<file path="src/rtl/idx_ea_pkg.sv">
package idx_ea_pkg;
  localparam int EXT_W = 16;
  localparam int SEL_W = 4;

  typedef enum logic [1:0] {
    ST_OK      = 2'd0,
    ST_FAULT   = 2'd1,
    ST_ILLEGAL = 2'd2
  } ea_status_e;

  typedef enum logic [1:0] {
    SZ_RSVD = 2'd0,
    SZ_NULL = 2'd1,
    SZ_WORD = 2'd2,
    SZ_LONG = 2'd3
  } disp_size_e;

  typedef enum logic [1:0] {
    IX_PRE  = 2'd0,
    IX_POST = 2'd1,
    IX_NONE = 2'd2,
    IX_BAD  = 2'd3
  } ix_mode_e;

  typedef struct packed {
    logic [SEL_W-1:0] reg_sel;
    logic             idx_long;
    logic [1:0]       scale;
    logic             full;
    logic             base_off;
    disp_size_e       bd_sz;
    disp_size_e       od_sz;
    ix_mode_e         ix;
    logic             bad;
    logic [7:0]       d8;
  } ext_fields_t;

  typedef struct packed {
    logic       base_off;
    disp_size_e bd_sz;
    disp_size_e od_sz;
    ix_mode_e   ix;
  } mode_t;

  typedef enum logic [2:0] {
    S_IDLE,
    S_BD_HI,
    S_BD_LO,
    S_OD_HI,
    S_OD_LO,
    S_PTR_HI,
    S_PTR_LO,
    S_DONE
  } state_e;

  function automatic state_e after_bd(disp_size_e od);
    case (od)
      SZ_WORD: return S_OD_LO;
      SZ_LONG: return S_OD_HI;
      SZ_NULL: return S_PTR_HI;
      default: return S_DONE;
    endcase
  endfunction

  function automatic state_e first_step(ext_fields_t f);
    if (!f.full || f.bad) return S_DONE;
    case (f.bd_sz)
      SZ_WORD: return S_BD_LO;
      SZ_LONG: return S_BD_HI;
      default: return after_bd(f.od_sz);
    endcase
  endfunction
endpackage

</file>
<file path="src/rtl/idx_ea_decode.sv">
module idx_ea_decode
  import idx_ea_pkg::*;
(
  input  logic [EXT_W-1:0] ext_i,
  output ext_fields_t      fld_o
);
  always_comb begin
    fld_o.reg_sel  = ext_i[15:12];
    fld_o.idx_long = ext_i[11];
    fld_o.scale    = ext_i[10:9];
    fld_o.full     = ext_i[8];
    fld_o.d8       = ext_i[7:0];
    if (ext_i[8]) begin
      fld_o.base_off = ext_i[7];
      fld_o.bd_sz    = disp_size_e'(ext_i[5:4]);
      fld_o.od_sz    = disp_size_e'(ext_i[1:0]);
      fld_o.ix       = ix_mode_e'({ext_i[6], ext_i[2]});
      fld_o.bad      = ext_i[3] || (ext_i[6] && ext_i[2]);
    end else begin
      // brief word: base kept, index always joins before any use
      fld_o.base_off = 1'b0;
      fld_o.bd_sz    = SZ_NULL;
      fld_o.od_sz    = SZ_RSVD;
      fld_o.ix       = IX_PRE;
      fld_o.bad      = 1'b0;
    end
  end
endmodule

</file>
<file path="src/rtl/idx_ea_scale.sv">
module idx_ea_scale #(
  parameter int ADDR_W  = 32,
  parameter int HALF_W  = 16,
  parameter int N_SCALE = 4
) (
  input  logic [ADDR_W-1:0]          reg_i,
  input  logic                       long_i,
  input  logic [$clog2(N_SCALE)-1:0] scale_i,
  output logic [ADDR_W-1:0]          idx_o
);
  logic [ADDR_W-1:0] widened;
  logic [ADDR_W-1:0] shifted [N_SCALE];

  always_comb widened = long_i ? reg_i : ADDR_W'($signed(reg_i[HALF_W-1:0]));

  for (genvar s = 0; s < N_SCALE; s++) begin : g_shift
    assign shifted[s] = widened << s;
  end

  assign idx_o = shifted[scale_i];
endmodule

</file>
<file path="src/rtl/idx_ea_sum.sv">
module idx_ea_sum
  import idx_ea_pkg::*;
#(
  parameter int ADDR_W = 32
) (
  input  logic [ADDR_W-1:0] base_i,
  input  logic              base_off_i,
  input  logic [ADDR_W-1:0] bd_i,
  input  logic [ADDR_W-1:0] idx_i,
  input  ix_mode_e          ix_i,
  input  disp_size_e        od_sz_i,
  input  logic [ADDR_W-1:0] ptr_i,
  input  logic [ADDR_W-1:0] od_i,
  output logic [ADDR_W-1:0] inner_o,
  output logic [ADDR_W-1:0] final_o
);
  logic [ADDR_W-1:0] base_eff, pre_term, post_term, outer;

  always_comb begin
    base_eff  = base_off_i ? '0 : base_i;
    pre_term  = (ix_i == IX_PRE)  ? idx_i : '0;
    post_term = (ix_i == IX_POST) ? idx_i : '0;
    inner_o   = base_eff + bd_i + pre_term;
    outer     = ptr_i + od_i + post_term;
    final_o   = (od_sz_i != SZ_RSVD) ? outer : inner_o;
  end
endmodule

</file>
<file path="src/rtl/idx_ea_calc.sv">
module idx_ea_calc
  import idx_ea_pkg::*;
#(
  parameter int ADDR_W = 32,
  parameter int WORD_W = EXT_W,
  parameter int N_REG  = 16
) (
  input  logic                     clk,
  input  logic                     rst_n,
  input  logic                     req_valid,
  output logic                     req_ready,
  input  logic [WORD_W-1:0]        req_ext,
  input  logic [ADDR_W-1:0]        req_base,
  output logic [$clog2(N_REG)-1:0] rf_sel,
  input  logic [ADDR_W-1:0]        rf_data,
  output logic                     xw_valid,
  input  logic                     xw_ready,
  input  logic [WORD_W-1:0]        xw_data,
  input  logic                     xw_fault,
  output logic                     mem_valid,
  output logic [ADDR_W-1:0]        mem_addr,
  input  logic                     mem_ready,
  input  logic [WORD_W-1:0]        mem_data,
  input  logic                     mem_fault,
  output logic                     res_valid,
  input  logic                     res_ready,
  output logic [ADDR_W-1:0]        res_addr,
  output logic [1:0]               res_status
);
  localparam int WORD_BYTES = WORD_W / 8;

  ext_fields_t       dec_in;
  logic [ADDR_W-1:0] idx_scaled;

  state_e            state_q;
  mode_t             mode_q;
  ea_status_e        status_q;
  logic [ADDR_W-1:0] base_q, idx_q, bd_q, od_q, ptr_q;
  logic [ADDR_W-1:0] inner, final_addr;

  idx_ea_decode u_decode (
    .ext_i (req_ext),
    .fld_o (dec_in)
  );

  assign rf_sel = dec_in.reg_sel;

  idx_ea_scale #(.ADDR_W(ADDR_W), .HALF_W(WORD_W), .N_SCALE(4)) u_scale (
    .reg_i   (rf_data),
    .long_i  (dec_in.idx_long),
    .scale_i (dec_in.scale),
    .idx_o   (idx_scaled)
  );

  idx_ea_sum #(.ADDR_W(ADDR_W)) u_sum (
    .base_i     (base_q),
    .base_off_i (mode_q.base_off),
    .bd_i       (bd_q),
    .idx_i      (idx_q),
    .ix_i       (mode_q.ix),
    .od_sz_i    (mode_q.od_sz),
    .ptr_i      (ptr_q),
    .od_i       (od_q),
    .inner_o    (inner),
    .final_o    (final_addr)
  );

  // low word of a displacement: either a whole word (sign-extended)
  // or the tail of a two-word value whose high half is already held
  function automatic logic [ADDR_W-1:0] take_low(input logic is_word,
                                                 input logic [ADDR_W-1:0] acc,
                                                 input logic [WORD_W-1:0] w);
    if (is_word) return ADDR_W'($signed(w));
    return {acc[ADDR_W-1:WORD_W], w};
  endfunction

  assign req_ready  = (state_q == S_IDLE);
  assign xw_valid   = (state_q == S_BD_HI) || (state_q == S_BD_LO) ||
                      (state_q == S_OD_HI) || (state_q == S_OD_LO);
  assign mem_valid  = (state_q == S_PTR_HI) || (state_q == S_PTR_LO);
  assign mem_addr   = inner + ((state_q == S_PTR_LO) ? ADDR_W'(WORD_BYTES) : '0);
  assign res_valid  = (state_q == S_DONE);
  assign res_status = status_q;
  assign res_addr   = (status_q == ST_OK) ? final_addr : '0;

  always_ff @(posedge clk or negedge rst_n) begin
    if (!rst_n) begin
      state_q  <= S_IDLE;
      mode_q   <= '0;
      status_q <= ST_OK;
      base_q   <= '0;
      idx_q    <= '0;
      bd_q     <= '0;
      od_q     <= '0;
      ptr_q    <= '0;
    end else begin
      case (state_q)
        S_IDLE: begin
          if (req_valid) begin
            mode_q   <= '{base_off: dec_in.base_off, bd_sz: dec_in.bd_sz,
                          od_sz: dec_in.od_sz, ix: dec_in.ix};
            base_q   <= req_base;
            idx_q    <= idx_scaled;
            bd_q     <= dec_in.full ? '0 : ADDR_W'($signed(dec_in.d8));
            od_q     <= '0;
            ptr_q    <= '0;
            status_q <= dec_in.bad ? ST_ILLEGAL : ST_OK;
            state_q  <= first_step(dec_in);
          end
        end
        S_BD_HI: begin
          if (xw_ready) begin
            if (xw_fault) begin
              status_q <= ST_FAULT;
              state_q  <= S_DONE;
            end else begin
              bd_q    <= ADDR_W'(xw_data) << WORD_W;
              state_q <= S_BD_LO;
            end
          end
        end
        S_BD_LO: begin
          if (xw_ready) begin
            if (xw_fault) begin
              status_q <= ST_FAULT;
              state_q  <= S_DONE;
            end else begin
              bd_q    <= take_low(mode_q.bd_sz == SZ_WORD, bd_q, xw_data);
              state_q <= after_bd(mode_q.od_sz);
            end
          end
        end
        S_OD_HI: begin
          if (xw_ready) begin
            if (xw_fault) begin
              status_q <= ST_FAULT;
              state_q  <= S_DONE;
            end else begin
              od_q    <= ADDR_W'(xw_data) << WORD_W;
              state_q <= S_OD_LO;
            end
          end
        end
        S_OD_LO: begin
          if (xw_ready) begin
            if (xw_fault) begin
              status_q <= ST_FAULT;
              state_q  <= S_DONE;
            end else begin
              od_q    <= take_low(mode_q.od_sz == SZ_WORD, od_q, xw_data);
              state_q <= S_PTR_HI;
            end
          end
        end
        S_PTR_HI: begin
          if (mem_ready) begin
            if (mem_fault) begin
              status_q <= ST_FAULT;
              state_q  <= S_DONE;
            end else begin
              ptr_q   <= ADDR_W'(mem_data) << WORD_W;
              state_q <= S_PTR_LO;
            end
          end
        end
        S_PTR_LO: begin
          if (mem_ready) begin
            if (mem_fault) begin
              status_q <= ST_FAULT;
            end else begin
              ptr_q <= {ptr_q[ADDR_W-1:WORD_W], mem_data};
            end
            state_q <= S_DONE;
          end
        end
        S_DONE: begin
          if (res_ready) state_q <= S_IDLE;
        end
        default: state_q <= S_IDLE;
      endcase
    end
  end
endmodule

</file>
<file path="config.mk">
export PLATFORM = sky130hd
export DESIGN_NAME = idx_ea_calc
export DESIGN_NICKNAME = d
export VERILOG_FILES = /design/src/rtl/idx_ea_pkg.sv /design/src/rtl/idx_ea_decode.sv /design/src/rtl/idx_ea_scale.sv /design/src/rtl/idx_ea_sum.sv /design/src/rtl/idx_ea_calc.sv
export SDC_FILE = /design/constraint.sdc
export NUM_CORES = 1
export LEC_CHECK = 0
export ABC_AREA = 1
export CORE_ASPECT_RATIO = 0.7
export CORE_MARGIN = 1.5
export CORE_UTILIZATION = 40
export DETAILED_ROUTE_END_ITERATION = 10
export GPL_TIMING_DRIVEN = 0
export PLACE_DENSITY_LB_ADDON = 0.15
export SETUP_SLACK_MARGIN = 0.4
export SYNTH_ARGS = -nofsm -noshare
export SYNTH_HDL_FRONTEND = slang
export SYNTH_SLANG_ARGS = --single-unit
</file>
<file path="constraint.sdc">
create_clock -name clk -period 4.7 [get_ports clk]
set_clock_uncertainty 0.1 [all_clocks]
set_input_delay 0.94 -clock clk [delete_from_list [all_inputs] [get_ports clk]]
set_output_delay 0.94 -clock clk [all_outputs]
set_load 0.01 [all_outputs]
</file>
==> results.toml <==
[setup_path]
reg2reg_to = "bd_q[24]$_DFFE_PN0P_"
critPathSlowestCell = "sky130_fd_sc_hd__fa_1"
critical_path_required_ns = 3.66
crit_path_max_fanout = 6
r2r_setup_slack_ns = 1.67
r2r.worst_path.cells = 9
crit_path_cell_trace = "nor2_4, inv_4, clkbuf_16, buf_16, nor2_4, fa_1, ha_4, nand2_4, nor2_4, nand2_2, nor3_4, nand2_2, nand4_1, nand2_2, nor2_2, nand2_1, nor2_2, nand3_1, nand2_1, nand2_1, buf_2"
crit_path_end_kind = "primary output"
crit_buf_inv = 4
cp_slowest_stage_delay_ns = 0.48
arrival_ns = 4.01
reg2reg_from = "state_q[2]$_DFFE_PN0P_"
path_delay_family = "simple AND/OR/NAND/NOR gates"
timing_worst_setup_path_type = "register to primary output"
worst_setup_path_start_kind = "register"

[synthesis]
synthesis.nets = 2510
cell_area_after_technology_mapping_sq_mm = 0.0152
yosys_most_used_dff = "sky130_fd_sc_hd__dfrtp_1"
post_synth_inst_count = 2258
number_of_synthesized_flops_with_an_enable_pin = 0
yosysTopAreaCellShare = 0.283
seq_total_area_yosys = 0.283
synth_seq_cells = 172
synth.avg_cell_area_sq_um = 6.74
async_flop_share = 1.00
netlist-cell-type-count = 54
synth-warning-count = 0
yosys.area.top_type = "sky130_fd_sc_hd__dfrtp_1"
yosys-top-cells-area = "sky130_fd_sc_hd__dfrtp_1 (28%), sky130_fd_sc_hd__nand2_1 (15%), sky130_fd_sc_hd__fa_1 (8.4%)"

[clock_tree]
ctsRootBufferMaster = "sky130_fd_sc_hd__clkbuf_16"
clk_transition_reported_paths_ns = 0.07
worst_skew_pair.late_latency_ns = 0.45
clock-sinks = 172
cts_made_buffers = 17
tritoncts = "built"
max-clock-path-buffers = 2
htree_levels = 4

[grt]
groute.layer.met3.usage = 0.0753
grt_max_degree = 120
all_layer_gr_usage = 0.316
grt_most_used_layer = "met2"
globalRouteMet1Util = 0.460
number_of_global_route_vias_before_repair = 16000
globalRouteMet2Util = 0.483
globalRoute.totalOverflow = 0
wire_length_of_the_first_global_routing_pass_microns = 94100
antenna_violations_before_repair = 0

[die]
core_region_sq_mm = 0.0374
die_height_microns = 166
die_width_microns = 236
start_util = 0.408
rows = 59
num_io_pins = 194
die-area_sq_mm = 0.0393

[timing]
max_clk_rate_mhz = 198
final.setup.worst_slack_ns = -0.352
timing.max_slew.rel_slack = 0.294
final.min_clock_period_ns = 5.05
worst_max_slew_pin_slew_ns = 1.05
slew_violations = 0
final.setup.tns_ns = -7.99
timing.final.crit_share = 1.07
final_hold_viol_count = 0
setup_viol_count_final = 39
grt_setup_unrepaired = "yes"

[route]
routed_wire_length_per_instance_microns = 20.5
drt_drc_violations_left = 0
detailroute.via_count = 16800
firstDrtPassIters = 6
drt_wl_total_microns = 63400
viasPerCell = 5.43
antenna_left = 0
detailedRoute.firstIterationViolations = 1636

[status]
violations = "negative setup slack"
outcome = "complete, but fails checks"

[placed_design]
place_ws_ns = -0.982
cell_area_placed_sq_mm = 0.0178
gp_congestion = 0.983
io_buffers = 187
dpl.hpwl_microns = 49900

[layout]
nets = 2841
nFillCells = 3466
drive_gt1_frac = 0.290
area.growth.synth_to_final_pct = 43.9
final_instance_area_sq_mm = 0.0219

[hold_path]
hp-class = "input port to asynchronous set/reset pin"

[run]
cap_viol_max_count = 0
[what timing repair did]
item / CTS / global route
gates cloned: 3 / 0
pin swaps: 123 / 136
buffers inserted: 60 / 61
endpoints found under the setup margin: 61 / 61
hold buffers: 0 / 0
gates resized for setup: 622 / 336
[placed cells by master (no fill, tap or decap), drive strengths merged, types with 13 or more instances in the layout]
master | Yosys | routed
a21oi | 133 | 133
a31oi | 34 | 34
buf | 25 | 205
clkbuf | 53 | 74
clkdlybuf4s50 | 0 | 126
dfrtp | 172 | 172
fa | 64 | 64
ha | 68 | 68
inv | 320 | 323
nand2 | 619 | 619
nand3 | 124 | 124
nand4 | 25 | 25
nor2 | 281 | 281
nor3 | 13 | 13
o21ai | 216 | 216
xor2 | 28 | 28
[layer usage]
metal  share of wire  wire, microns  vias to the layer above
li1                -              -                     7911
met1            0.46          28900                     8146
met2            0.44          27900                      690
met3           0.091           5760                       50
met4           0.014            898                        0
met5               0              0                        -
[Yosys cell counts (13+ instances only)]
library cell               instances
sky130_fd_sc_hd__nand2_1         606
sky130_fd_sc_hd__inv_1           309
sky130_fd_sc_hd__nor2_1          265
sky130_fd_sc_hd__o21ai_0         198
sky130_fd_sc_hd__dfrtp_1         172
sky130_fd_sc_hd__a21oi_1         132
sky130_fd_sc_hd__nand3_1         117
sky130_fd_sc_hd__ha_1             68
sky130_fd_sc_hd__fa_1             64
sky130_fd_sc_hd__clkbuf_1         53
sky130_fd_sc_hd__a31oi_1          34
sky130_fd_sc_hd__xor2_1           28
sky130_fd_sc_hd__nand4_1          23
sky130_fd_sc_hd__o21ai_1          17
sky130_fd_sc_hd__buf_2            14
sky130_fd_sc_hd__nand2_2          13
[final cells by class]
| cell class | instances | area, sq um | share of cell area |
|---|---|---|---|
| Antenna cell | 1 | 2.50 | 0.000114 |
| Multi-Input combinational cell | 1687 | 12000 | 0.549 |
| Clock buffer | 18 | 429 | 0.0196 |
| Tap cell | 488 | 611 | 0.0279 |
| Clock inverter | 14 | 135 | 0.00617 |
| Inverter | 321 | 1250 | 0.0569 |
| Buffer | 78 | 449 | 0.0205 |
| Timing Repair Buffer | 312 | 2700 | 0.123 |
| Sequential cell | 172 | 4310 | 0.196 |
[kinds of logic (layout without fill, tap and decap cells)]
group | after synthesis | after routing | synth area share
buffers and inverters | 399 | 743 | 0.102
adder cells (fa/ha/maj) | 132 | 132 | 0.140
XOR/XNOR | 38 | 38 | 0.0219
flip-flops | 172 | 172 | 0.283
other | 0 | 1 | 0
AND/OR/NAND/NOR | 1077 | 1077 | 0.294
AO/OA/AOI/OAI | 428 | 428 | 0.152
multiplexers | 12 | 12 | 0.00789
[state kept, by name, indices dropped and copies added (netlist names)]
signal      cells
mode_q          7
od_q           32
bd_q           32
res_status      2
base_q         32
idx_q          32
state_q         3
ptr_q          32
[worst max path at each step]
stage                          start                     to  slack [ns]  cells after the start
2_1_floorplan  mode_q[1]$_DFFE_PN0P_           mem_addr[23]        0.41                     17
3_3_place_gp                   rst_n  ptr_q[15]$_DFFE_PN0P_       -4.73                      1
3_5_place_dp   mode_q[1]$_DFFE_PN0P_           mem_addr[25]       -0.98                     22
4_1_cts        mode_q[1]$_DFFE_PN0P_           mem_addr[24]       -0.22                     23
5_1_grt        mode_q[1]$_DFFE_PN0P_           mem_addr[31]       -0.55                     23
6_report       mode_q[1]$_DFFE_PN0P_           mem_addr[31]       -0.35                     21
[per-stage QoR]
stage	utilization	hold slack (ns)	cells
CTS	0.550	0.315	3029
floorplan	-	0.342	2258
global placement	0.475	0.363	2933
finish	0.587	0.300	3091
detailed placement	0.476	0.372	2934
global route	0.587	0.320	3090
[worst reg2reg max path, delay by kind of cell, from the launching register on]
family / cells / cell delay [ns]
buf+inv: 4 / 0.98
flops: 1 / 0.36
compound gates: 2 / 0.41
simple gates: 3 / 1.10
Power is left out: the tool's default activity adds up to more than one toggle a clock period on the data nets, which glitch-free logic cannot reach.
